==> src/rtl/pwrctl_pkg.sv <==
package pwrctl_pkg;

  // Register byte offsets (compared on the full bus address)
  localparam logic [7:0] OFS_RSTREL = 8'h00;
  localparam logic [7:0] OFS_CLKEN  = 8'h04;
  localparam logic [7:0] OFS_POFF   = 8'h50;
  localparam logic [7:0] OFS_PINS   = 8'h80;

  // Bit position of the per-pin write-enable field in the pin register
  localparam int unsigned PIN_MASK_LSB = 16;

  // One select line per mapped register
  typedef struct packed {
    logic rstrel;
    logic clken;
    logic poff;
    logic pins;
  } regsel_t;

endpackage

==> src/rtl/pwrctl_busdec.sv <==
module pwrctl_busdec
  import pwrctl_pkg::*;
#(
  parameter int unsigned ADDR_W = 8
) (
  input  logic [ADDR_W-1:0] addr,
  input  logic              wr,
  input  logic              rd,
  output regsel_t           wsel,
  output regsel_t           rsel
);

  regsel_t hit;

  always_comb begin
    hit        = '0;
    hit.rstrel = (addr == ADDR_W'(OFS_RSTREL));
    hit.clken  = (addr == ADDR_W'(OFS_CLKEN));
    hit.poff   = (addr == ADDR_W'(OFS_POFF));
    hit.pins   = (addr == ADDR_W'(OFS_PINS));
  end

  assign wsel = wr ? hit : '0;
  assign rsel = rd ? hit : '0;

endmodule

==> src/rtl/pwrctl_pins.sv <==
module pwrctl_pins #(
  parameter int unsigned NUM_OUT = 2
) (
  input  logic               clk,
  input  logic               rst,
  input  logic               we,
  input  logic [NUM_OUT-1:0] val,
  input  logic [NUM_OUT-1:0] ena,
  output logic [NUM_OUT-1:0] pins
);

  // Each pin is an independent flop updated only under its own enable bit
  for (genvar g = 0; g < NUM_OUT; g++) begin : g_pin
    always_ff @(posedge clk) begin
      if (rst)
        pins[g] <= 1'b0;
      else if (we && ena[g])
        pins[g] <= val[g];
    end
  end

endmodule

==> src/rtl/pwrctl_seq.sv <==
module pwrctl_seq (
  input  logic clk,
  input  logic rst,
  input  logic wr_rstrel,
  input  logic wr_clken,
  input  logic wr_poff,
  input  logic wbit,
  output logic rstrel_q,
  output logic clken_q,
  output logic poff_q,
  output logic err_q
);

  logic armed;
  logic req;

  assign armed = rstrel_q && clken_q;
  assign req   = wr_poff && wbit;

  always_ff @(posedge clk) begin
    if (rst) begin
      rstrel_q <= 1'b0;
      clken_q  <= 1'b0;
    end else begin
      if (wr_rstrel) rstrel_q <= wbit;
      if (wr_clken)  clken_q  <= wbit;
    end
  end

  // Power-off and error are sticky; only the system reset clears them
  always_ff @(posedge clk) begin
    if (rst) begin
      poff_q <= 1'b0;
      err_q  <= 1'b0;
    end else if (req) begin
      if (armed) poff_q <= 1'b1;
      else       err_q  <= 1'b1;
    end
  end

endmodule

==> src/rtl/pwrctl_top.sv <==
module pwrctl_top
  import pwrctl_pkg::*;
#(
  parameter int unsigned ADDR_W  = 8,
  parameter int unsigned DATA_W  = 32,
  parameter int unsigned NUM_OUT = 2
) (
  input  logic               clk,
  input  logic               rst,
  input  logic [ADDR_W-1:0]  bus_addr,
  input  logic [DATA_W-1:0]  bus_wdata,
  input  logic               bus_wr,
  input  logic               bus_rd,
  output logic [DATA_W-1:0]  bus_rdata,
  output logic [NUM_OUT-1:0] gpo,
  output logic               sys_poweroff
);

  localparam int unsigned MASK_MSB = PIN_MASK_LSB + NUM_OUT - 1;

  initial begin
    if (MASK_MSB >= DATA_W) $error("pin enable field does not fit the data width");
  end

  regsel_t wsel, rsel;
  logic    rstrel_q, clken_q, poff_q, err_q;
  logic    pins_we;
  logic [DATA_W-1:0] rd_next;

  pwrctl_busdec #(.ADDR_W(ADDR_W)) u_dec (
    .addr (bus_addr),
    .wr   (bus_wr),
    .rd   (bus_rd),
    .wsel (wsel),
    .rsel (rsel)
  );

  pwrctl_seq u_seq (
    .clk       (clk),
    .rst       (rst),
    .wr_rstrel (wsel.rstrel),
    .wr_clken  (wsel.clken),
    .wr_poff   (wsel.poff),
    .wbit      (bus_wdata[0]),
    .rstrel_q  (rstrel_q),
    .clken_q   (clken_q),
    .poff_q    (poff_q),
    .err_q     (err_q)
  );

  // Pin writes are locked out once power-off has been granted
  assign pins_we = wsel.pins && !poff_q;

  pwrctl_pins #(.NUM_OUT(NUM_OUT)) u_pins (
    .clk  (clk),
    .rst  (rst),
    .we   (pins_we),
    .val  (bus_wdata[NUM_OUT-1:0]),
    .ena  (bus_wdata[MASK_MSB:PIN_MASK_LSB]),
    .pins (gpo)
  );

  // Read mux: pin register and unmapped offsets return zero
  always_comb begin
    rd_next = '0;
    if (rsel.rstrel) rd_next[0] = rstrel_q;
    if (rsel.clken)  rd_next[0] = clken_q;
    if (rsel.poff)   rd_next[1:0] = {err_q, poff_q};
  end

  always_ff @(posedge clk) begin
    if (rst) bus_rdata <= '0;
    else     bus_rdata <= rd_next;
  end

  assign sys_poweroff = poff_q;

endmodule

==> config.mk <==
export PLATFORM = sky130hd
export DESIGN_NAME = pwrctl_top
export DESIGN_NICKNAME = d
export VERILOG_FILES = /design/src/rtl/pwrctl_pkg.sv /design/src/rtl/pwrctl_busdec.sv /design/src/rtl/pwrctl_pins.sv /design/src/rtl/pwrctl_seq.sv /design/src/rtl/pwrctl_top.sv
export SDC_FILE = /design/constraint.sdc
export NUM_CORES = 1
export LEC_CHECK = 0
export ABC_AREA = 1
export ABC_CLOCK_PERIOD_IN_PS = 1550
export BUFFER_PORTS_ARGS = -buffer_cell sky130_fd_sc_hd__buf_2
export CELL_PAD_IN_SITES_DETAIL_PLACEMENT = 0
export CELL_PAD_IN_SITES_GLOBAL_PLACEMENT = 1
export CORE_UTILIZATION = 21
export CTS_CLUSTER_DIAMETER = 200
export CTS_CLUSTER_SIZE = 8
export DETAILED_ROUTE_END_ITERATION = 7
export GPL_TIMING_DRIVEN = 0
export PLACE_DENSITY_LB_ADDON = 0.2
export SLEW_MARGIN = 20
export SYNTH_ARGS = -nofsm -noshare
export SYNTH_HDL_FRONTEND = slang
export SYNTH_SLANG_ARGS = --single-unit
==> constraint.sdc <==
create_clock -name clk -period 1.55 [get_ports clk]
set_input_delay 0.2325 -clock clk [delete_from_list [all_inputs] [get_ports clk]]
set_output_delay 0.2325 -clock clk [all_outputs]
set_load 0.005 [all_outputs]
* Yosys cells after proc, flatten, opt, wreduce, memory -nomap -nowiden *
Cells that the tools add are included.

word-level totals
  register bits = 38
  bits of input ports = 44
  output and inout port bits = 35
  word-level logic and storage cells = 29

operators by class
  equality and inequality tests = 3
  multiplexer cells = 5
  bitwise gates (word level) = 2
  reduce and logical (&&, ||, !) cells = 10

operators by type and width
  cell                                                                    count
  8-bit by 3-bit equality test with 1-bit output (second input constant)  1
  8-bit by 7-bit equality test with 1-bit output (second input constant)  1
  8-bit equality test (second input constant)                             1
  8-bit zero test                                                         1
  4-bit two-way mux                                                       2
  1-bit logical AND                                                       5
  2-bit AND reduction                                                     2
  1-bit two-way mux                                                       3
  1-bit inverter                                                          2
  2-bit OR reduction                                                      1
  1-bit zero test                                                         1

* Longest topological paths before layout *
  depth in word-level cells = 5
  depth in mapped cells = 8
  gate-level depth less buffers = 8

* Cells and area by module *
From an unflattened synthesis, not the netlist that was laid out.

second synthesis, totals
  cells, all modules = 118
  area, all modules = 701.9 µm²

modules (own cells, without submodules)
  module         times used  cells an instance  area an instance (µm²)  sequential area each (µm²)
  pwrctl_top     1           45                 317.8                   40.0
  pwrctl_seq     1           21                 153.9                   80.1
  pwrctl_busdec  1           37                 141.4                   0.0
  pwrctl_pins    1           15                 88.8                    40.0

* Worst setup path before layout *
Ideal clock, no wire load.

  path type = input port to flip-flop
  start = input bus_addr[1]
  end = register bus_rdata[0]
  library setup time = 56 ps
  arrival time = 821 ps
  required time = 1,494 ps
  path slack = 673 ps
  cell stages on the path = 7
  path buffers = 0
  cell sequence = nor2_2 > nand2_2 > nor2_2 > nand3_1 > nand3_1 > nand2_1 > inv_1

on the way
  word-level cells in the longest chain between the ends = 5
  elaborated cells on any way between the ends = 7
  those cells by class = 2 x eq/ne; 4 x mux; 1 x reduce/logical

RTL lines
  item                  line                 text
  start, declared       pwrctl_top.sv:10     input logic [ADDR_W-1:0] bus_addr,
  8-bit zero test       pwrctl_busdec.sv:17  hit.rstrel = (addr == ADDR_W'(OFS_RSTREL));
  4-bit two-way mux *   pwrctl_busdec.sv:24  assign rsel = rd ? hit : '0;
  1-bit two-way mux     pwrctl_top.sv:66     if (rsel.rstrel) rd_next[0] = rstrel_q;
  1-bit two-way mux     pwrctl_top.sv:67     if (rsel.clken) rd_next[0] = clken_q;
  1-bit two-way mux *   pwrctl_top.sv:68     if (rsel.poff) rd_next[1:0] = {err_q, poff_q};
  end signal, assigned  pwrctl_top.sv:73     else bus_rdata <= rd_next;
  end, declared         pwrctl_top.sv:14     output logic [DATA_W-1:0] bus_rdata,

Every way passes the cells marked *; elsewhere a longest branch is shown, timed or not.
A chain may end at the register's enable or synchronous reset.

* Final worst setup path *
  start = register u_seq.poff_q
  end = output sys_poweroff

RTL lines
  item                    line              text
  start, declared         pwrctl_seq.sv:10  output logic poff_q,
  start signal, assigned  pwrctl_seq.sv:33  poff_q <= 1'b0;
  start signal, assigned  pwrctl_seq.sv:36  if (armed) poff_q <= 1'b1;
  end, declared           pwrctl_top.sv:16  output logic sys_poweroff

No word-level cell between the ends.

==> impl_results.md <==
- Peak Freq: 1010 MHz
- Fillers: 367
- CTS tree: yes
- IO buf count: 20
- Final Cycle Share: between 60 and 70%
- Full die area: 0.00344 mm^2
- Pin count of the biggest net entering global routing: 8
- Die H: 58.7 um
- Clock Latency Late Sink: 0.25 ns
- Slowest cell on crit path: dfxtp_1
- DRC viols: 0
- Detail Placement HPWL: between 1 and 1.5 mm
- Drt total wl: approximately 1.2 mm
- DR vias: about 630
- Post-DRT Antenna Nets: 0
- CP peak stage delay: between 0.3 and 0.4 ns
- Cell variety after synth: 14
- Vias in the first global route: 481
- Critical path buffers and inverters: 1
- Die Wd: about 59 um
- Global-route wire length before repair: 1.98 mm
- Leakage: about 0.55 nW
- Row count: 20
- Worst VDD drop: 0.229 mV
- Worst path top cell family by delay: flip-flops
- Pwr dens: 503 mW/mm^2
- Worst path cell trace: buf_2
- Clock tree buffer depth: 2
- Most frequent cells in the layout: buf_4, conb_1, buf_2
- I/O pin count: a little under 80
- Post-Synthesis Cells: around 100
- Max Cap Violations: 0
- Syn avg cell area: 6.81 um^2
- Initial core utilization: 22.1%
- RePlAce Congestion: ~0.75
- CTS resizes: 0
- CP Launch Type: register
- 1st-pass router iterations: 4
- Via/cell ratio: 3.21
- CTS root buf: clkbuf_4
- Initial antenna violation count: 0
- Post-layout total power: between 0.4 and 0.5 mW
- Layout cells sized above 1: 40.4%
- Hold-fix buffers at CTS: 0
- # Post-CTS Setup Buffers: 0
- Status: complete, no violations
- Setup Skew: about 0.0047 ns
- Drt first-iter violations: 23
- Largest fanout on the critical path: 4
- Worst Path Required: between 1 and 1.5 ns
- Layout area overhead: 42.5%
- Cell Area, Synth: approximately 670 um^2
- Final setup viols: 0
- CP Data Arrival Time: roughly 0.76 ns
- Register bit total from synthesis: 8
- Final nets: around 200
- Setup CP Type: register to primary output
- Post-synthesis sequential area ratio: roughly a quarter
- Finished Core Util: around a third
- TNS Setup: 0 ns
- Clock slew at reported path FFs: about 0.05 ns
- CP endpoint kind: primary output
- Yosys warns: 0
- Total global routing overflow: 0
- Num CTS Buffers: 3
- GRT Total Usage: between 7 and 8%
- Sink Count: 8
- Final Hold Viols: 0
- RSZ-0062 raised after global routing: no
- Hold Crit Class: input port to register
- Diode count: 0
- WL per Instance: just over 6 um
- H-tree depth: 1
- Fin crit period: 0.995 ns
- Pins over their slew limit: 0
- Core Box Area: between 0.003 and 0.004 mm^2
-- Yosys cell counts --
cell type  number  area [um^2]
nor2_1          8         30.0
nor3_1          1         5.00
dfxtp_1         8          160
nand2_2         1         6.26
nor2_2          4         25.0
nand2_1        14         52.6
conb_1          1         3.75
inv_1          13         48.8
buf_4          30          225
a21oi_1         4         20.0
nand3_2         1         10.0
nor2_4          2         22.5
nand3_1         8         40.0
nand4_1         4         25.0
-- registers in the layout (all words and copies together), names as in the netlist --
| register | flops |
|---|---|
| u_seq.poff_q | 1 |
| bus_rdata | 2 |
| u_seq.rstrel_q | 1 |
| u_seq.clken_q | 1 |
| u_pins.pins | 2 |
| u_seq.err_q | 1 |
-- final timing paths --
kind / to / slack, ns / cells after the start / startpoint
setup reg to reg: u_pins.pins[1] / 0.65 / 5 / u_seq.poff_q
hold reg to reg: bus_rdata[1] / 0.44 / 2 / u_seq.err_q
setup / recovery: sys_poweroff / 0.56 / 1 / u_seq.poff_q
hold / removal: u_seq.poff_q / 0.21 / 2 / rst
-- metal layers --
metal	vias to the layer above	share of wire, %	track usage [%]
met2	29	49	13.1
li1	353	-	-
met5	-	0	0
met1	244	42	8.17
met4	0	0	3.06
met3	0	8.8	4.18
-- layout make-up --
cell class | instances | area (um^2) | share of cell area (%)
sequential | 8 | 160 | 16.7
multi-input combinational | 77 | 349 | 36.3
timing repair buffer | 20 | 100 | 10.4
clock buffer | 3 | 22.5 | 2.34
inverter | 13 | 48.8 | 5.08
tap | 44 | 55.1 | 5.73
buffer | 30 | 225 | 23.4
-- per-stage QoR --
| step | setup slack [ns] | std cells | area, um^2 | hold WS [ns] |
|---|---|---|---|---|
| floorplan | 0.673 | 128 | 783 | 0.302 |
| global placement | 0.451 | 192 | 938 | 0.429 |
| detailed placement | 0.458 | 192 | 938 | 0.436 |
| CTS | 0.522 | 195 | 961 | 0.196 |
| global route | 0.499 | 195 | 961 | 0.206 |
| finish | 0.555 | 195 | 961 | 0.210 |
-- cell families after synthesis --
family | after synthesis | synth area share (%)
AND/OR/NAND/NOR | 43 | 32.1
buffers and inverters | 43 | 40.6
flip-flops | 8 | 23.7
AO/OA/AOI/OAI | 4 | 2.97
other | 1 | 0.556
-- power by group --
part	leakage [nW]	switching, mW	internal [mW]
Combinational	0.469	0.0552	0.0673
Sequential	0.0644	0.0000958	0.206
Clock	0.0138	0.0668	0.0883
Total	0.547	0.122	0.362
Note: power is estimated with default switching activity, not from simulation.
